===== config.mk =====
export PLATFORM = sky130hd
export DESIGN_NAME = trig_exposure_seq
export DESIGN_NICKNAME = d
export VERILOG_FILES = /design/src/rtl/tes_pkg.sv /design/src/rtl/tes_trig_sync.sv /design/src/rtl/tes_line_timer.sv /design/src/rtl/tes_expose_fsm.sv /design/src/rtl/trig_exposure_seq.sv
export SDC_FILE = /design/constraint.sdc
export NUM_CORES = 1
export LEC_CHECK = 0
export BUFFER_PORTS_ARGS = -buffer_cell sky130_fd_sc_hd__buf_2
export CORE_UTILIZATION = 58
export CTS_BUF_LIST = sky130_fd_sc_hd__clkbuf_8 sky130_fd_sc_hd__clkbuf_16
export DETAILED_ROUTE_END_ITERATION = 8
export PLACE_DENSITY = 0.79
export SETUP_SLACK_MARGIN = 0.1
export SLEW_MARGIN = 5
export SYNTH_ARGS = -nofsm -noshare
export SYNTH_HDL_FRONTEND = slang
export SYNTH_SLANG_ARGS = --single-unit
export TNS_END_PERCENT = 50

===== constraint.sdc =====
create_clock -name clk -period 2.3 [get_ports clk]
set_input_delay 0.46 -clock clk [delete_from_list [all_inputs] [get_ports clk]]
set_output_delay 0.46 -clock clk [all_outputs]
set_load 0.05 [all_outputs]

===== src/rtl/tes_pkg.sv =====
package tes_pkg;
  typedef enum logic [1:0] {
    S_IDLE   = 2'd0,
    S_CLEAR  = 2'd1,
    S_EXPOSE = 2'd2,
    S_READ   = 2'd3
  } tes_state_t;
endpackage


===== src/rtl/tes_trig_sync.sv =====
module tes_trig_sync #(
  parameter int STAGES = 2
) (
  input  logic clk,
  input  logic rst,
  input  logic trig,
  output logic fall
);
  localparam int N = STAGES + 1;
  logic [N-1:0] q;

  // Idle level is high, so reset to ones to avoid a false edge.
  always_ff @(posedge clk) begin
    if (rst) q <= '1;
    else     q <= {q[N-2:0], trig};
  end

  assign fall = q[N-1] & ~q[N-2];

  assert_fall_after_high_R2: assert property (@(posedge clk) disable iff (rst)
    fall |-> $past(q[N-2]));
endmodule


===== src/rtl/tes_line_timer.sv =====
module tes_line_timer #(
  parameter int LINE_CLKS   = 780,
  parameter int DISCH_START = 10,
  parameter int DISCH_LEN   = 40
) (
  input  logic clk,
  input  logic rst,
  input  logic clr,
  output logic line_end,
  output logic disch_win
);
  localparam int PW = $clog2(LINE_CLKS);
  localparam logic [PW-1:0] LAST = PW'(LINE_CLKS - 1);

  logic [PW-1:0] pos;

  always_ff @(posedge clk) begin
    if (rst || clr)       pos <= '0;
    else if (pos == LAST) pos <= '0;
    else                  pos <= pos + 1'b1;
  end

  assign line_end  = (pos == LAST);
  assign disch_win = (int'(pos) >= DISCH_START) &&
                     (int'(pos) < DISCH_START + DISCH_LEN);

  assert_pos_zero_after_clr_R2: assert property (@(posedge clk) disable iff (rst)
    clr |=> (pos == '0));
  assert_pos_in_range_R1: assert property (@(posedge clk) disable iff (rst)
    int'(pos) < LINE_CLKS);
endmodule


===== src/rtl/tes_expose_fsm.sv =====
module tes_expose_fsm
  import tes_pkg::*;
#(
  parameter int EXP_W    = 9,
  parameter int READ_LEN = 30
) (
  input  logic             clk,
  input  logic             rst,
  input  logic             mode_en,
  input  logic             fall,
  input  logic             line_end,
  input  logic             disch_win,
  input  logic [EXP_W-1:0] exp_lines,
  output logic             accept,
  output logic             disch_o,
  output logic             read_o,
  output logic             wen_o,
  output logic             line_rst_o,
  output logic             vhalt_o
);
  localparam int RW = $clog2(READ_LEN + 1);
  localparam logic [RW-1:0] RD_LAST = RW'(READ_LEN - 1);
  localparam logic [EXP_W-1:0] ONE = EXP_W'(1);

  tes_state_t       state, state_n;
  logic [EXP_W-1:0] rem, rem_n;
  logic [RW-1:0]    rd, rd_n;

  assign accept = mode_en && (state == S_IDLE) && fall;

  always_comb begin
    state_n = state;
    rem_n   = rem;
    rd_n    = rd;
    case (state)
      S_IDLE: begin
        if (accept) begin
          state_n = S_CLEAR;
          rem_n   = (exp_lines == '0) ? ONE : exp_lines;
        end
      end
      S_CLEAR, S_EXPOSE: begin
        if (line_end) begin
          if (rem == ONE) begin
            state_n = S_READ;
            rd_n    = '0;
          end else begin
            state_n = S_EXPOSE;
            rem_n   = rem - ONE;
          end
        end
      end
      S_READ: begin
        if (rd == RD_LAST) state_n = S_IDLE;
        else               rd_n    = rd + 1'b1;
      end
      default: state_n = S_IDLE;
    endcase
    if (!mode_en) state_n = S_IDLE;
  end

  always_ff @(posedge clk) begin
    if (rst) begin
      state      <= S_IDLE;
      rem        <= '0;
      rd         <= '0;
      disch_o    <= 1'b0;
      read_o     <= 1'b0;
      wen_o      <= 1'b0;
      line_rst_o <= 1'b0;
      vhalt_o    <= 1'b0;
    end else begin
      state      <= state_n;
      rem        <= rem_n;
      rd         <= rd_n;
      disch_o    <= mode_en && disch_win &&
                    ((state == S_IDLE) || (state == S_CLEAR));
      read_o     <= (state_n == S_READ);
      wen_o      <= (state_n == S_READ);
      line_rst_o <= accept;
      vhalt_o    <= mode_en;
    end
  end

  assert_rst_one_cycle_R2: assert property (@(posedge clk) disable iff (rst)
    line_rst_o |=> !line_rst_o);
  assert_rst_only_from_idle_R7: assert property (@(posedge clk) disable iff (rst)
    line_rst_o |-> ($past(state) == S_IDLE));
  assert_read_after_last_line_R4: assert property (@(posedge clk) disable iff (rst)
    (mode_en && line_end && (rem == ONE) &&
     ((state == S_CLEAR) || (state == S_EXPOSE))) |=> read_o);
  assert_read_len_bound_R4: assert property (@(posedge clk) disable iff (rst)
    (state == S_READ) |-> (rd <= RD_LAST));
  assert_no_disch_in_read_R3: assert property (@(posedge clk) disable iff (rst)
    read_o |-> !disch_o);
  assert_quiet_when_off_R9: assert property (@(posedge clk) disable iff (rst)
    !vhalt_o |-> (!disch_o && !read_o && !wen_o && !line_rst_o));
endmodule


===== src/rtl/trig_exposure_seq.sv =====
module trig_exposure_seq #(
  parameter int LINE_CLKS   = 780,
  parameter int DISCH_START = 10,
  parameter int DISCH_LEN   = 40,
  parameter int READ_LEN    = 30,
  parameter int EXP_W       = 9,
  parameter int SYNC_STAGES = 2
) (
  input  logic             clk,
  input  logic             rst,
  input  logic             mode_en,
  input  logic             trig,
  input  logic [EXP_W-1:0] exp_lines,
  output logic             disch_o,
  output logic             read_o,
  output logic             wen_o,
  output logic             line_rst_o,
  output logic             vhalt_o
);
  logic fall, accept, line_end, disch_win;

  initial begin
    assert_params_R1: assert (DISCH_START + DISCH_LEN <= LINE_CLKS &&
                              DISCH_LEN > 0 && READ_LEN > 0 && LINE_CLKS > 1);
  end

  tes_trig_sync #(.STAGES(SYNC_STAGES)) u_sync (
    .clk  (clk),
    .rst  (rst),
    .trig (trig),
    .fall (fall)
  );

  tes_line_timer #(
    .LINE_CLKS   (LINE_CLKS),
    .DISCH_START (DISCH_START),
    .DISCH_LEN   (DISCH_LEN)
  ) u_timer (
    .clk       (clk),
    .rst       (rst),
    .clr       (accept),
    .line_end  (line_end),
    .disch_win (disch_win)
  );

  tes_expose_fsm #(
    .EXP_W    (EXP_W),
    .READ_LEN (READ_LEN)
  ) u_fsm (
    .clk        (clk),
    .rst        (rst),
    .mode_en    (mode_en),
    .fall       (fall),
    .line_end   (line_end),
    .disch_win  (disch_win),
    .exp_lines  (exp_lines),
    .accept     (accept),
    .disch_o    (disch_o),
    .read_o     (read_o),
    .wen_o      (wen_o),
    .line_rst_o (line_rst_o),
    .vhalt_o    (vhalt_o)
  );

  assert_wen_tracks_read_R5: assert property (@(posedge clk) disable iff (rst)
    wen_o == read_o);
endmodule


======== After elaboration in Yosys (flattened, before gate mapping) ========
Cells that the tools add are included.
storage, ports and cells
  register bits after elaboration ......... 33
  bits in latches ......................... 0
  RAM bits ................................ 0
  memory bits (read-only) ................. 0
  input bits .............................. 13
  memories kept ........................... 0
cells by class
  $add $sub $neg .......................... 3
  $mul .................................... 0
  divide/modulo/power cells ............... 0
  magnitude comparators ................... 2
  equality and inequality tests ........... 12
  shift-type cells ........................ 0
  mux-type cells .......................... 15
  bitwise logic cells ..................... 2
  reduce and logical (&&, ||, !) cells .... 15
operator list
  kind                                                                                   number
  9-bit two-way mux                                                                      4
  9-bit one-hot mux with 2 select lines                                                  1
  5-bit two-way mux                                                                      3
  10-bit by 1-bit adder with 10-bit output (second input constant)                       1
  10-bit equality test (second input constant)                                           1
  10-bit by 4-bit greater-or-equal comparator with 1-bit output (second input constant)  1
  10-bit by 6-bit less-than comparator with 1-bit output (second input constant)         1
  5-bit one-hot mux with 2 select lines                                                  1
  9-bit by 1-bit equality test with 1-bit output (second input constant)                 1
  9-bit zero test                                                                        1
  9-bit by 1-bit subtractor with 9-bit output (second input constant)                    1
  2-bit two-way mux                                                                      4
  2-bit inequality test (second input constant)                                          4
  4-bit AND reduction                                                                    2
  2-bit equality test (second input constant)                                            3
  2-bit one-hot mux with 3 select lines                                                  1
  5-bit by 1-bit adder with 5-bit output (second input constant)                         1
  5-bit equality test (second input constant)                                            1
  1-bit logical AND                                                                      5
  2-bit nonzero test                                                                     2
  2-bit OR reduction                                                                     2
  2-bit by 1-bit equality test with 1-bit output (second input constant)                 1
  2-bit zero test                                                                        1
  1-bit logical OR                                                                       2
  4 further kinds                                                                        4

======== Logic depth before layout (Yosys ltp) ========
  depth in word-level cells ............... 7
  depth in mapped cells ................... 8
  gate-level depth less buffers ........... 7

======== By module ========
A second synthesis with hierarchy kept.
second synthesis, totals
  cell total of the unflattened synthesis .. 215
  area total of the unflattened synthesis .. 1,910.6 um^2
modules (own cells, without submodules)
  module          times used  cells each  area each (um^2)  sequential area each (um^2)
  tes_expose_fsm  1           149         1,301.2           400.4
  tes_line_timer  1           59          524.3             200.2
  tes_trig_sync   1           7           85.1              60.1

======== Least setup slack after synthesis ========
OpenSTA, ideal clock, no wires.
  path type ............................... register -> register
  start point ............................. reg u_fsm.state[0]
  end point ............................... reg u_fsm.rem[0]
  arrival time ............................ 1.995 ns
  required time ........................... 2.226 ns
  setup slack ............................. 0.231 ns
  stages on the path, launching flop included .. 8
  path buffers ............................ 0
  clock period less this slack ............ 2.069 ns
  cells stage by stage .................... dfxtp_1 > inv_1 > ha_1 > nor2b_1 > and4_1 > a221o_1 > or3_1 > a31oi_1
between the ends
  cells in the longest elaborated chain, start to end .. 5
  elaborated cells between the ends (all ways) .. 12
  those cells by class .................... eq/ne (5); mux (1); reduce/logical (6)
ends and longest elaborated chain
  item                                    line                                        source
  from (decl)                             tes_expose_fsm.sv:25                        tes_state_t state, state_n;
  from (signal assigned)                  tes_expose_fsm.sv:73                        state <= state_n;
  2-bit zero test                         tes_expose_fsm.sv:29, tes_expose_fsm.sv:35
  1-bit logical AND (2 in a row)          tes_expose_fsm.sv:29                        assign accept = mode_en && (state == S_IDLE) && fall;
  2-bit inequality test (no source line)  -
  4-bit AND reduction (no source line)    -
  to (signal assigned)                    tes_expose_fsm.sv:74                        rem <= rem_n;
  to (decl)                               tes_expose_fsm.sv:26                        logic [EXP_W-1:0] rem, rem_n;
Parallel ways exist; a longest one is shown, timed or not.
A chain may end at the register's enable or synchronous reset.

======== Worst setup path after layout ========
  start point ............................. reg u_fsm.state[0]
  end point ............................... reg u_fsm.rd[4]
between the ends
  cells in the longest elaborated chain, start to end .. 4
  elaborated cells between the ends (all ways) .. 10
  those cells by class .................... eq/ne (6); mux (1); reduce/logical (3)
ends and longest elaborated chain
  item                                                                                       line                  source
  2-bit equality test or 2-bit by 1-bit equality test with 1-bit output (tied branches)      tes_expose_fsm.sv:35  case (state)
  2-bit OR reduction                                                                         tes_expose_fsm.sv:35
  2-bit by 1-bit inequality test with 1-bit output (no source line) (tied with other cells)  -
  4-bit AND reduction (no source line)                                                       -
  to (signal assigned)                                                                       tes_expose_fsm.sv:75  rd <= rd_n;
  to (decl)                                                                                  tes_expose_fsm.sv:27  logic [RW-1:0] rd, rd_n;
Parallel ways exist; a longest one is shown, timed or not.

==> impl_metrics.env <==
export IMPL_status="complete, but fails checks"
export IMPL_violations="design-rule violations"
export IMPL_avgSynthCellArea_um2=8.17
export IMPL_antenna_found_initial=0
export IMPL_clk_pin_slew_ns=0.07
export IMPL_cts_made_buffers=5
export IMPL_area_growth_pct=16.1
export IMPL_htreeDepth=2
export IMPL_fin_crit_sh=0.916
export IMPL_gr_total_overflow=0
export IMPL_grt_pass1_vias=1488
export IMPL_cts_tree="yes"
export IMPL_fp_dieH_um=57.0
export IMPL_cp_required_ns=2.52
export IMPL_synth_edff_count=0
export IMPL_fillCellCount=210
export IMPL_cts_root_buf="clkbuf_8"
export IMPL_grt_start_max_net_pins=21
export IMPL_cts_sinks=33
export IMPL_vias=1632
export IMPL_yosys_warnings=0
export IMPL_layout_nets=262
export IMPL_synth_seq_cells=33
export IMPL_path_class="flip-flop to flip-flop"
export IMPL_die_area_um2=3250
export IMPL_antenna_cells=0
export IMPL_port_buffer_count=17
export IMPL_hold_viol_final=0
export IMPL_seq_area_um2=664
export IMPL_ir_drop_uv=545
export IMPL_yosysUniqueCellTypes=47
export IMPL_synthCells=215
export IMPL_boundaryPins=18
export IMPL_clkLatencyLatePin_ns=0.29
export IMPL_max_freq_mhz=475
export IMPL_tightest_slew_ns=0.454
export IMPL_via_per_inst=6.00
export IMPL_min_path_type="input pin to flip-flop"
export IMPL_drive_above_1_share=0.203
export IMPL_dp_hpwl_um=2680
export IMPL_p_per_area_nw_per_um2=607
export IMPL_cp_arrival_ns=2.33
export IMPL_grt_util_all_layers=0.260
export IMPL_initialDrtViolationCount=116
export IMPL_worst_setup_path_start_kind="flip-flop"
export IMPL_firstDrtPassIters=6
export IMPL_die_x_um=57.0
export IMPL_multiInputGateArea_um2=1030
export IMPL_maxCapViolCount=0
export IMPL_finalCriticalPeriod_ns=2.11
export IMPL_synth_top_area_share=0.376
export IMPL_end_kind="flip-flop"
export IMPL_ys_top_cells_by_area="dfxtp_1, ha_1, a21oi_1"
export IMPL_drc=8
export IMPL_syn_area_um2=1760
export IMPL_worst_hold_slack_ns=0.345
export IMPL_gp_congestion=0.848
export IMPL_cp_max_fo=8
export IMPL_start_util=0.626
export IMPL_grt_first_pass_wirelength_um=6550
export IMPL_yosysSeqAreaShare=0.376
export IMPL_dominantRegCellSynth="dfxtp_1"
export IMPL_setup_viol=0
export IMPL_p_leak_uw=0.000801
export IMPL_rsz0062_at_grt="true"
export IMPL_wirelength_um=3860
export IMPL_async_reset_ff_frac=0
export IMPL_post_drt_wl_per_cell_um=14.2
export IMPL_maxSlewHeadroom=0.695
export IMPL_synth_top_cell_by_area="dfxtp_1"
export IMPL_syn_nets=237
export IMPL_fin_skew_ns=0.00753
export IMPL_drv_slew=0
export IMPL_clk_path_buf_depth=2
export IMPL_row_count=19
export IMPL_ant_nets=0
export IMPL_tns_ns=0
export IMPL_coreArea_um2=2810
## kinds of logic (layout without fill, tap and decap cells)
| group | count (synthesis) | in the layout | synth area share |
|---|---|---|---|
| and+or+nand+nor | 86 | 86 | 0.264 |
| adders and majority gates | 9 | 9 | 0.0641 |
| buffers and inverters | 21 | 46 | 0.0477 |
| xor gates and xnor gates | 8 | 8 | 0.0399 |
| muxes | 1 | 1 | 0.00570 |
| DFF | 33 | 33 | 0.376 |
| AOI/OAI and AO/OA | 57 | 58 | 0.203 |
## synthesized netlist by cell type, types with 2 or more instances
library cell and n:
xnor2_1 6, ha_1 9, and2_1 3, nand3_1 7, dfxtp_1 33, clkbuf_1 5
a31oi_1 2, nand2b_1 4, a21o_1 3, or2_2 8, nand3b_1 3, nor3_1 4
nor2_1 25, or4_1 2, o211ai_1 2, or3_1 3, inv_1 14, a211oi_1 2
a21oi_1 21, nor4_1 2, and4_1 3, nand4_1 2, nor2b_1 4, nand2_1 11
xor2_1 2, o21ai_0 13, o2111ai_1 2
## cells in the final DEF, fill, tap and decap left out, types with 7 or more instances in the layout
master,count
inv_1,14
nand3_1,7
buf_2,17
nand2_1,11
ha_1,8
dfxtp_1,30
o21ai_0,13
buf_4,7
nor2_1,25
a21oi_1,21
or2_2,8
## worst paths after layout
path                        from          end  slack (ns)  cells after the start
setup reg to reg  u_fsm.state[0]  u_fsm.rd[4]        0.19                      8
hold reg to reg      u_sync.q[0]  u_sync.q[1]        0.42                      1
hold / removal              trig  u_sync.q[0]        0.34                      2
setup / recovery  u_fsm.state[0]  u_fsm.rd[4]        0.19                      8
## layer usage
metal,routed length [µm],up-vias,track usage
met1,1790,770,0.335
li1,-,815,-
met4,60,0,0.111
met3,174,7,0.0703
met5,0,-,0
met2,1840,40,0.412
## per-stage QoR
| stage | total power (µW) | utilization | worst slack [ns] | instances | instance area (µm²) |
|---|---|---|---|---|---|
| floorplan | 666 | - | 0.231 | 215 | 1760 |
| global placement | 692 | 0.673 | 0.138 | 261 | 1890 |
| detailed placement | 696 | 0.673 | 0.0401 | 261 | 1890 |
| CTS | 1240 | 0.719 | 0.115 | 271 | 2020 |
| global route | 1290 | 0.727 | 0.0702 | 272 | 2040 |
| finish | 1240 | 0.727 | 0.194 | 272 | 2040 |
## worst max-delay path: stages, from the launching register on
cell and delay, ns:
dfxtp_2 0.36, inv_1 0.08, ha_1 0.30, nor2b_2 0.17, and4_4 0.25, buf_4 0.12
a21oi_2 0.10, or4_1 0.52, a21oi_1 0.15
## registers in the layout (all words and copies together) (netlist names)
| register | cells |
|---|---|
| u_timer.pos | 10 |
| u_fsm.rem | 9 |
| u_fsm.rd | 5 |
| u_sync.q | 3 |
| u_fsm.state | 2 |
| u_fsm.disch_o | 1 |
| u_fsm.line_rst_o | 1 |
| u_fsm.read_o | 1 |
| u_fsm.vhalt_o | 1 |
## final cells by class
type | instances | area share
clock buffers | 5 | 0.0337
clock inverters | 3 | 0.0227
inverters | 14 | 0.0258
multi-input cells | 162 | 0.506
flip-flops and latches | 33 | 0.326
well taps | 31 | 0.0190
repair buffers | 24 | 0.0675
## where the power goes
group / leakage, µW / internal (µW) / switching, µW
Combinational: 0.000478 / 38.5 / 54.3
Clock: 0.0000543 / 324 / 225
Sequential: 0.000269 / 584 / 11.9
Total: 0.000801 / 946 / 292
## what timing repair did
item | in CTS | in global routing
hold buffers | 0 | 0
gates cloned | 0 | 1
setup endpoints to repair | 3 | 8
gates resized for setup | 1 | 6
pin swaps | 0 | 1
setup buffers | 2 | 0
Note: power is estimated with default switching activity, not from simulation.
